## src/rtl/smi_pkg.sv

```systemverilog
package smi_pkg;
   typedef enum logic [1:0] {
      SRC_NONE = 2'd0,
      SRC_SEC  = 2'd1,
      SRC_MIN  = 2'd2
   } src_sel_e;

   function automatic src_sel_e decode_src(input logic sec_en, input logic min_en);
      if (sec_en)      return SRC_SEC;
      else if (min_en) return SRC_MIN;
      else             return SRC_NONE;
   endfunction
endpackage

```

## src/rtl/smi_event_sel.sv

```systemverilog
module smi_event_sel
   import smi_pkg::*;
(
   input  logic sec_en_i,
   input  logic min_en_i,
   input  logic sec_inc_i,
   input  logic min_inc_i,
   output logic event_o,
   output logic min_only_o
);
   src_sel_e sel;

   always_comb begin
      sel = decode_src(sec_en_i, min_en_i);
      unique case (sel)
         SRC_SEC: event_o = sec_inc_i;
         SRC_MIN: event_o = min_inc_i;
         default: event_o = 1'b0;
      endcase
      min_only_o = (sel == SRC_MIN);
   end
endmodule

```

## src/rtl/smi_flag.sv

```systemverilog
module smi_flag #(
   parameter int TICKS_PER_SEC = 64
) (
   input  logic clk,
   input  logic rst_n,
   input  logic set_i,
   input  logic min_only_i,
   input  logic tick_i,
   input  logic clr_i,
   output logic flag_o
);
   localparam int CW = $clog2(TICKS_PER_SEC + 1);
   localparam logic [CW-1:0] LOAD = CW'(TICKS_PER_SEC);
   localparam logic [CW-1:0] LAST = CW'(1);

   if (TICKS_PER_SEC < 1) begin : g_bad_ticks
      $error("smi_flag: TICKS_PER_SEC must be at least 1");
   end

   logic          flag_q;
   logic          armed_q;
   logic [CW-1:0] cnt_q;
   logic          expire;

   assign expire = armed_q && min_only_i && tick_i && (cnt_q == LAST);

   always_ff @(posedge clk or negedge rst_n) begin
      if (!rst_n) begin
         flag_q <= 1'b0;
      end else if (set_i) begin
         flag_q <= 1'b1;
      end else if (clr_i || expire) begin
         flag_q <= 1'b0;
      end
   end

   always_ff @(posedge clk or negedge rst_n) begin
      if (!rst_n) begin
         armed_q <= 1'b0;
         cnt_q   <= '0;
      end else if (set_i && min_only_i) begin
         armed_q <= 1'b1;
         cnt_q   <= LOAD;
      end else if (!min_only_i) begin
         armed_q <= 1'b0;
      end else if (armed_q && tick_i) begin
         cnt_q <= cnt_q - LAST;
         if (cnt_q == LAST) begin
            armed_q <= 1'b0;
         end
      end
   end

   assign flag_o = flag_q;
endmodule

```

## src/rtl/smi_pulse.sv

```systemverilog
module smi_pulse #(
   parameter int PULSE_TICKS = 1
) (
   input  logic clk,
   input  logic rst_n,
   input  logic start_i,
   input  logic tick_i,
   output logic active_o
);
   if (PULSE_TICKS < 1) begin : g_bad_width
      $error("smi_pulse: PULSE_TICKS must be at least 1");
   end

   logic active_q;

   if (PULSE_TICKS == 1) begin : g_single
      always_ff @(posedge clk or negedge rst_n) begin
         if (!rst_n) begin
            active_q <= 1'b0;
         end else if (start_i) begin
            active_q <= 1'b1;
         end else if (tick_i) begin
            active_q <= 1'b0;
         end
      end
   end else begin : g_multi
      localparam int PW = $clog2(PULSE_TICKS + 1);
      localparam logic [PW-1:0] PLOAD = PW'(PULSE_TICKS);
      localparam logic [PW-1:0] PONE  = PW'(1);
      logic [PW-1:0] cnt_q;
      always_ff @(posedge clk or negedge rst_n) begin
         if (!rst_n) begin
            active_q <= 1'b0;
            cnt_q    <= '0;
         end else if (start_i) begin
            active_q <= 1'b1;
            cnt_q    <= PLOAD;
         end else if (active_q && tick_i) begin
            cnt_q <= cnt_q - PONE;
            if (cnt_q == PONE) begin
               active_q <= 1'b0;
            end
         end
      end
   end

   assign active_o = active_q;
endmodule

```

## src/rtl/sec_min_irq.sv

```systemverilog
module sec_min_irq #(
   parameter int DATA_W        = 8,
   parameter int FLAG_BIT      = 5,
   parameter int TICKS_PER_SEC = 64,
   parameter int PULSE_TICKS   = 1
) (
   input  logic              clk,
   input  logic              rst_n,
   input  logic              sec_inc_i,
   input  logic              min_inc_i,
   input  logic              tick64_i,
   input  logic              sec_en_i,
   input  logic              min_en_i,
   input  logic              pulse_mode_i,
   input  logic              wr_en_i,
   input  logic [DATA_W-1:0] wr_data_i,
   output logic [DATA_W-1:0] status_o,
   output logic              irq_n_o
);
   if (FLAG_BIT < 0 || FLAG_BIT >= DATA_W) begin : g_bad_bit
      $error("sec_min_irq: FLAG_BIT outside status word");
   end

   logic event_w;
   logic min_only_w;
   logic flag_w;
   logic pulse_w;
   logic clr_w;
   logic unused_wr_bits;

   assign clr_w          = wr_en_i && !wr_data_i[FLAG_BIT];
   assign unused_wr_bits = ^wr_data_i;

   smi_event_sel u_sel (
      .sec_en_i   (sec_en_i),
      .min_en_i   (min_en_i),
      .sec_inc_i  (sec_inc_i),
      .min_inc_i  (min_inc_i),
      .event_o    (event_w),
      .min_only_o (min_only_w)
   );

   smi_flag #(.TICKS_PER_SEC(TICKS_PER_SEC)) u_flag (
      .clk        (clk),
      .rst_n      (rst_n),
      .set_i      (event_w),
      .min_only_i (min_only_w),
      .tick_i     (tick64_i),
      .clr_i      (clr_w),
      .flag_o     (flag_w)
   );

   smi_pulse #(.PULSE_TICKS(PULSE_TICKS)) u_pulse (
      .clk      (clk),
      .rst_n    (rst_n),
      .start_i  (event_w),
      .tick_i   (tick64_i),
      .active_o (pulse_w)
   );

   always_comb begin
      status_o           = '0;
      status_o[FLAG_BIT] = flag_w;
   end

   assign irq_n_o = pulse_mode_i ? !pulse_w : !flag_w;
endmodule

```

## config.mk

```make
export PLATFORM = sky130hd
export DESIGN_NAME = sec_min_irq
export DESIGN_NICKNAME = d
export VERILOG_FILES = /design/src/rtl/smi_pkg.sv /design/src/rtl/smi_event_sel.sv /design/src/rtl/smi_flag.sv /design/src/rtl/smi_pulse.sv /design/src/rtl/sec_min_irq.sv
export SDC_FILE = /design/constraint.sdc
export NUM_CORES = 1
export LEC_CHECK = 0
export ABC_CLOCK_PERIOD_IN_PS = 3000
export BUFFER_PORTS_ARGS = -buffer_cell sky130_fd_sc_hd__buf_4
export CELL_PAD_IN_SITES_DETAIL_PLACEMENT = 1
export CELL_PAD_IN_SITES_GLOBAL_PLACEMENT = 1
export CORE_MARGIN = 1.5
export CORE_UTILIZATION = 35
export DETAILED_ROUTE_END_ITERATION = 10
export PLACE_DENSITY = 0.79
export SLEW_MARGIN = 15
export SYNTH_ARGS = -nofsm -noshare
export SYNTH_HDL_FRONTEND = slang
export SYNTH_HIERARCHICAL = 1
export SYNTH_SLANG_ARGS = --single-unit
export TNS_END_PERCENT = 5
```

## constraint.sdc

```tcl
create_clock -name clk -period 3 [get_ports clk]
set_input_delay 0.3 -clock clk [delete_from_list [all_inputs] [get_ports clk]]
set_output_delay 0.3 -clock clk [all_outputs]
set_load 0.01 [all_outputs]
```

# After elaboration in Yosys (flattened, before gate mapping)
# Cells that the tools add are included.
[classes]
n_addsub = 1
eq_ne = 5
muxes = 15
n_reduce_logical = 16
[ops]
columns = ["op", "n"]
rows = [
  ["7-bit two-way mux", 3],
  ["1-bit two-way mux", 9],
  ["2-bit nonzero test", 4],
  ["7-bit by 1-bit == test with 1-bit output (second input constant)", 1],
  ["7-bit by 1-bit subtractor with 7-bit output (second input constant)", 1],
  ["1-bit logical AND", 6],
  ["3-bit != test (second input constant)", 2],
  ["2-bit two-way mux", 2],
  ["2-bit AND reduction", 2],
  ["1-bit zero test", 3],
  ["2-bit by 1-bit == test with 1-bit output (second input constant)", 1],
  ["2-bit == test (second input constant)", 1],
  ["1-bit case mux with 2 select lines", 1],
  ["1-bit logical OR", 1],
]
[totals]
register_bits = 10
in_bits = 17
output_inout_bits = 9
wordCells = 41

# Depth between registers and ports, before layout
[depth]
word_depth = 9
ltp_mapped = 5
ltp_nobuf = 5

# Cells and area by module
# Netlist, hierarchy kept.
[modules_own_cells]
columns = ["module", "instances", "cells_per_inst", "area_each_um2", "seq_area_each_um2"]
rows = [
  ["smi_flag", 1, 51, 475.5, 225.2],
  ["sec_min_irq", 1, 11, 80.1, 0.0],
  ["smi_pulse", 1, 3, 36.3, 25.0],
  ["smi_event_sel", 1, 2, 22.5, 0.0],
]

# Worst setup path after synthesis
# OpenSTA, ideal clock, no wires.
[synth_timing]
path_type = "reg-to-reg"
start = "register u_flag.cnt_q[0]"
end = "register u_flag.cnt_q[4]"
setup_ps = 78
arrival_time_ps = 1461
required_ps = 2922
path_slack_ps = 1461
path_stages_with_launch = 6
path_buffers = 0
period_less_slack_ps = 1539
path_cell_list = "dfrtp_1 > inv_1 > ha_1 > nand4_1 > or4_2 > a21oi_1"
[synth_via]
elab_chain_len = 4
[synth_rtl]
columns = ["item", "line_no", "text"]
rows = [
  ["start, declared", "smi_flag.sv:22", "logic [CW-1:0] cnt_q;"],
  ["start signal, assigned", "smi_flag.sv:47", "cnt_q <= cnt_q - LAST;"],
  ["7-bit by 1-bit subtractor with 7-bit output", "smi_flag.sv:47", ""],
  ["7-bit two-way mux", "smi_flag.sv:46", "end else if (armed_q && tick_i) begin"],
  ["7-bit two-way mux", "smi_flag.sv:44", "end else if (!min_only_i) begin"],
  ["7-bit two-way mux", "smi_flag.sv:41", "end else if (set_i && min_only_i) begin"],
]
# Every way passes these cells. The select of a mux whose other input is x is not followed.
# A chain may end at the register's enable or synchronous reset.

# Worst setup path after layout
# Same ends and word-level chain as after synthesis.

==> results_dict.tcl <==
set metrics [dict create \
    utilization 0.447 \
    start_kind "register" \
    grt_usage 0.147 \
    cts_setup_buffers 0 \
    globalRouteMet3Util 0.0600 \
    run_status "finished clean" \
    clk_pin_slew_ns 0.06 \
    rsz0062_at_grt "no" \
    insertion_delay_ns 0.26 \
    num_io_pins 26 \
    p_leak_nw 0.344 \
    crit_required_ns 3.18 \
    ys.flop_type "dfrtp_1" \
    ir_drop_uv 229 \
    htreeDepth 1 \
    ys_ff_latch 10 \
    synth-edff-count 0 \
    seq_area_frac_synth 0.407 \
    drt_iter0_drc 2 \
    yosysTopAreaCell "dfrtp_1" \
    grt_pass1_wl_um 2130 \
    yosysWarnings 6 \
    r2r_cells 5 \
    synthCells 67 \
    worstReg2RegEnd "u_flag/cnt_q[4]" \
    drv_cap 0 \
    critPathArrivalTime_ns 1.88 \
    worst_hold_startpoint "tick64_i" \
    overflow 0 \
    period_minus_slack_ns 1.70 \
    dr.pass1.iters 2 \
    hpwl_um 944 \
    num-nets-final 99 \
    async_reset_ff_frac 1.00 \
    drv_slew 0 \
    finalHoldViolCount 0 \
    ant_nets 0 \
    fmax_mhz 587 \
    clockBufferDepth 2 \
    cts-root-buf "clkbuf_4" \
    synth_area_um2 614 \
    cts_resized 0 \
    use_met1 0.159 \
    numCtsBuffers 3 \
    critical_path.max_fanout 5 \
    drive_gt1_frac 0.231 \
    holdPathStages 2 \
    synth.distinct_cells 31 \
    hold_path_end "u_flag/armed_q" \
    grt_pass1_vias 500 \
    antenna_found_initial 0 \
    place.gp.congestion 0.706 \
    rows 14 \
    synth_area_per_cell_um2 9.17 \
    start_util 0.390 \
    via_per_inst 5.12 \
    core_region_area_mm2 0.00158 \
    setup_violations 0 \
    fin_setup_tns_ns 0 \
    endpoint_kind "register" \
    areaGrowthSynthToFinish_pct 14.7 \
    fillers 202 \
    synth_top_area_share 0.407 \
    fp.dieH_um 44.9 \
    cts_tree "done" \
    fp.dieW_um 44.9 \
    hold_path_class "input port to register" \
    grt_max_degree 11 \
    met2_usage 0.267 \
    io_buffer_count 11 \
    antennaDiodeCount 0 \
    cts_num_sinks 10 \
    ys_top_cells_by_area "dfrtp_1 41%, buf_4 9.8%, a21oi_1 4.1%, ha_1 4.1%, inv_1 3.7%" \
    drt_wl_total_um 1250 \
    worstReg2RegStart "u_flag/cnt_q[0]" \
    remaining_drc_errors 0 \
    top_usage_layer "met2" \
    fin_crit_sh 0.568 \
    p_per_area_mw_per_mm2 476 \
    crit_type "register to register" \
    vias 481 \
    die_area_mm2 0.00202 \
    wire_per_inst_um 13.3 \
    finClkSkew_ns 0.00387 \
    reg2reg_slack_ns 1.30 \
]
==> worst max path at each step <==
stage | from | to | slack, ns | cells after the start
after floorplan | u_flag/cnt_q[0] | u_flag/cnt_q[4] | 1.46 | 5
after global placement | u_flag/cnt_q[0] | u_flag/cnt_q[4] | 1.33 | 5
after detailed placement | u_flag/cnt_q[0] | u_flag/cnt_q[4] | 1.31 | 5
after CTS | u_flag/cnt_q[0] | u_flag/cnt_q[4] | 1.29 | 5
after global routing | u_flag/cnt_q[1] | u_flag/cnt_q[4] | 1.16 | 5
final | u_flag/cnt_q[0] | u_flag/cnt_q[4] | 1.30 | 5
==> logic make-up after synthesis <==
family / count (synthesis) / share of synthesized area
flops: 10 / 0.407
mux: 1 / 0.0163
other cells: 1 / 0.00610
xor+xnor: 2 / 0.0285
buf+inv: 16 / 0.147
compound gates: 14 / 0.138
fa+ha+maj: 2 / 0.0407
simple gates: 21 / 0.216
==> report_power, final <==
part | switching, mW | internal, mW | total (mW)
Sequential | 0.0163 | 0.150 | 0.167
Clock | 0.0417 | 0.0461 | 0.0879
Combinational | 0.0393 | 0.0416 | 0.0810
Total | 0.0973 | 0.238 | 0.336
==> worst max-delay path, cell delays in order (launching register included) <==
cell,delay [ns]
dfrtp_1,0.43
inv_1,0.08
ha_1,0.14
nand4_1,0.22
or4_2,0.60
a21oi_1,0.17
==> final cells by class <==
cell class / instances / area (um^2) / share of cell area
Clock buffer: 3 / 22.5 / 0.0320
Timing Repair Buffer: 12 / 92.6 / 0.131
Tap cell: 16 / 20.0 / 0.0284
Multi-Input combinational cell: 47 / 297 / 0.421
Inverter: 6 / 22.5 / 0.0320
Sequential cell: 10 / 250 / 0.355
==> timing repair <==
action	4_1_cts	5_1_grt
setup endpoints to repair	0	0
hold buffers	1	0
endpoints found under the hold margin	10	0
==> cells in the mapped netlist (4+ instances only) <==
cell / n
nor2_1: 4
a21oi_1: 5
inv_1: 6
dfrtp_1: 10
buf_4: 8
==> sequential cells by signal (all words and copies together) (netlist names) <==
| name | cells |
|---|---|
| u_flag/cnt_q | 7 |
| u_flag/armed_q | 1 |
| u_flag/flag_o | 1 |
| u_pulse/active_o | 1 |
==> metal layers <==
layer	part of all wire	vias to the layer above
li1	-	240
met1	0.42	230
met2	0.54	11
met3	0.035	0
met4	0	0
met5	0	-
==> per-stage QoR <==
stage / hold slack [ns] / setup WS, ns / cells / power [mW] / instance area [um^2]
2_1_floorplan: 0.00441 / 1.46 / 73 / 0.227 / 637
3_3_place_gp: 0.139 / 1.33 / 90 / 0.244 / 672
3_5_place_dp: 0.139 / 1.31 / 90 / 0.248 / 672
4_1_cts: 0.267 / 1.29 / 94 / 0.343 / 704
5_1_grt: 0.284 / 1.16 / 94 / 0.361 / 704
6_report: 0.272 / 1.30 / 94 / 0.336 / 704
==> placed cells by master, fill, tap and decap left out, drive strengths merged, types with 3 or more instances in the layout <==
cell type | Yosys | routed
buf | 8 | 11
dfrtp | 10 | 10
conb | 1 | 7
inv | 6 | 6
a21oi | 5 | 5
nor2 | 4 | 4
clkbuf | 2 | 3
o21ai | 3 | 3
Note: power is estimated with default switching activity, not from simulation.
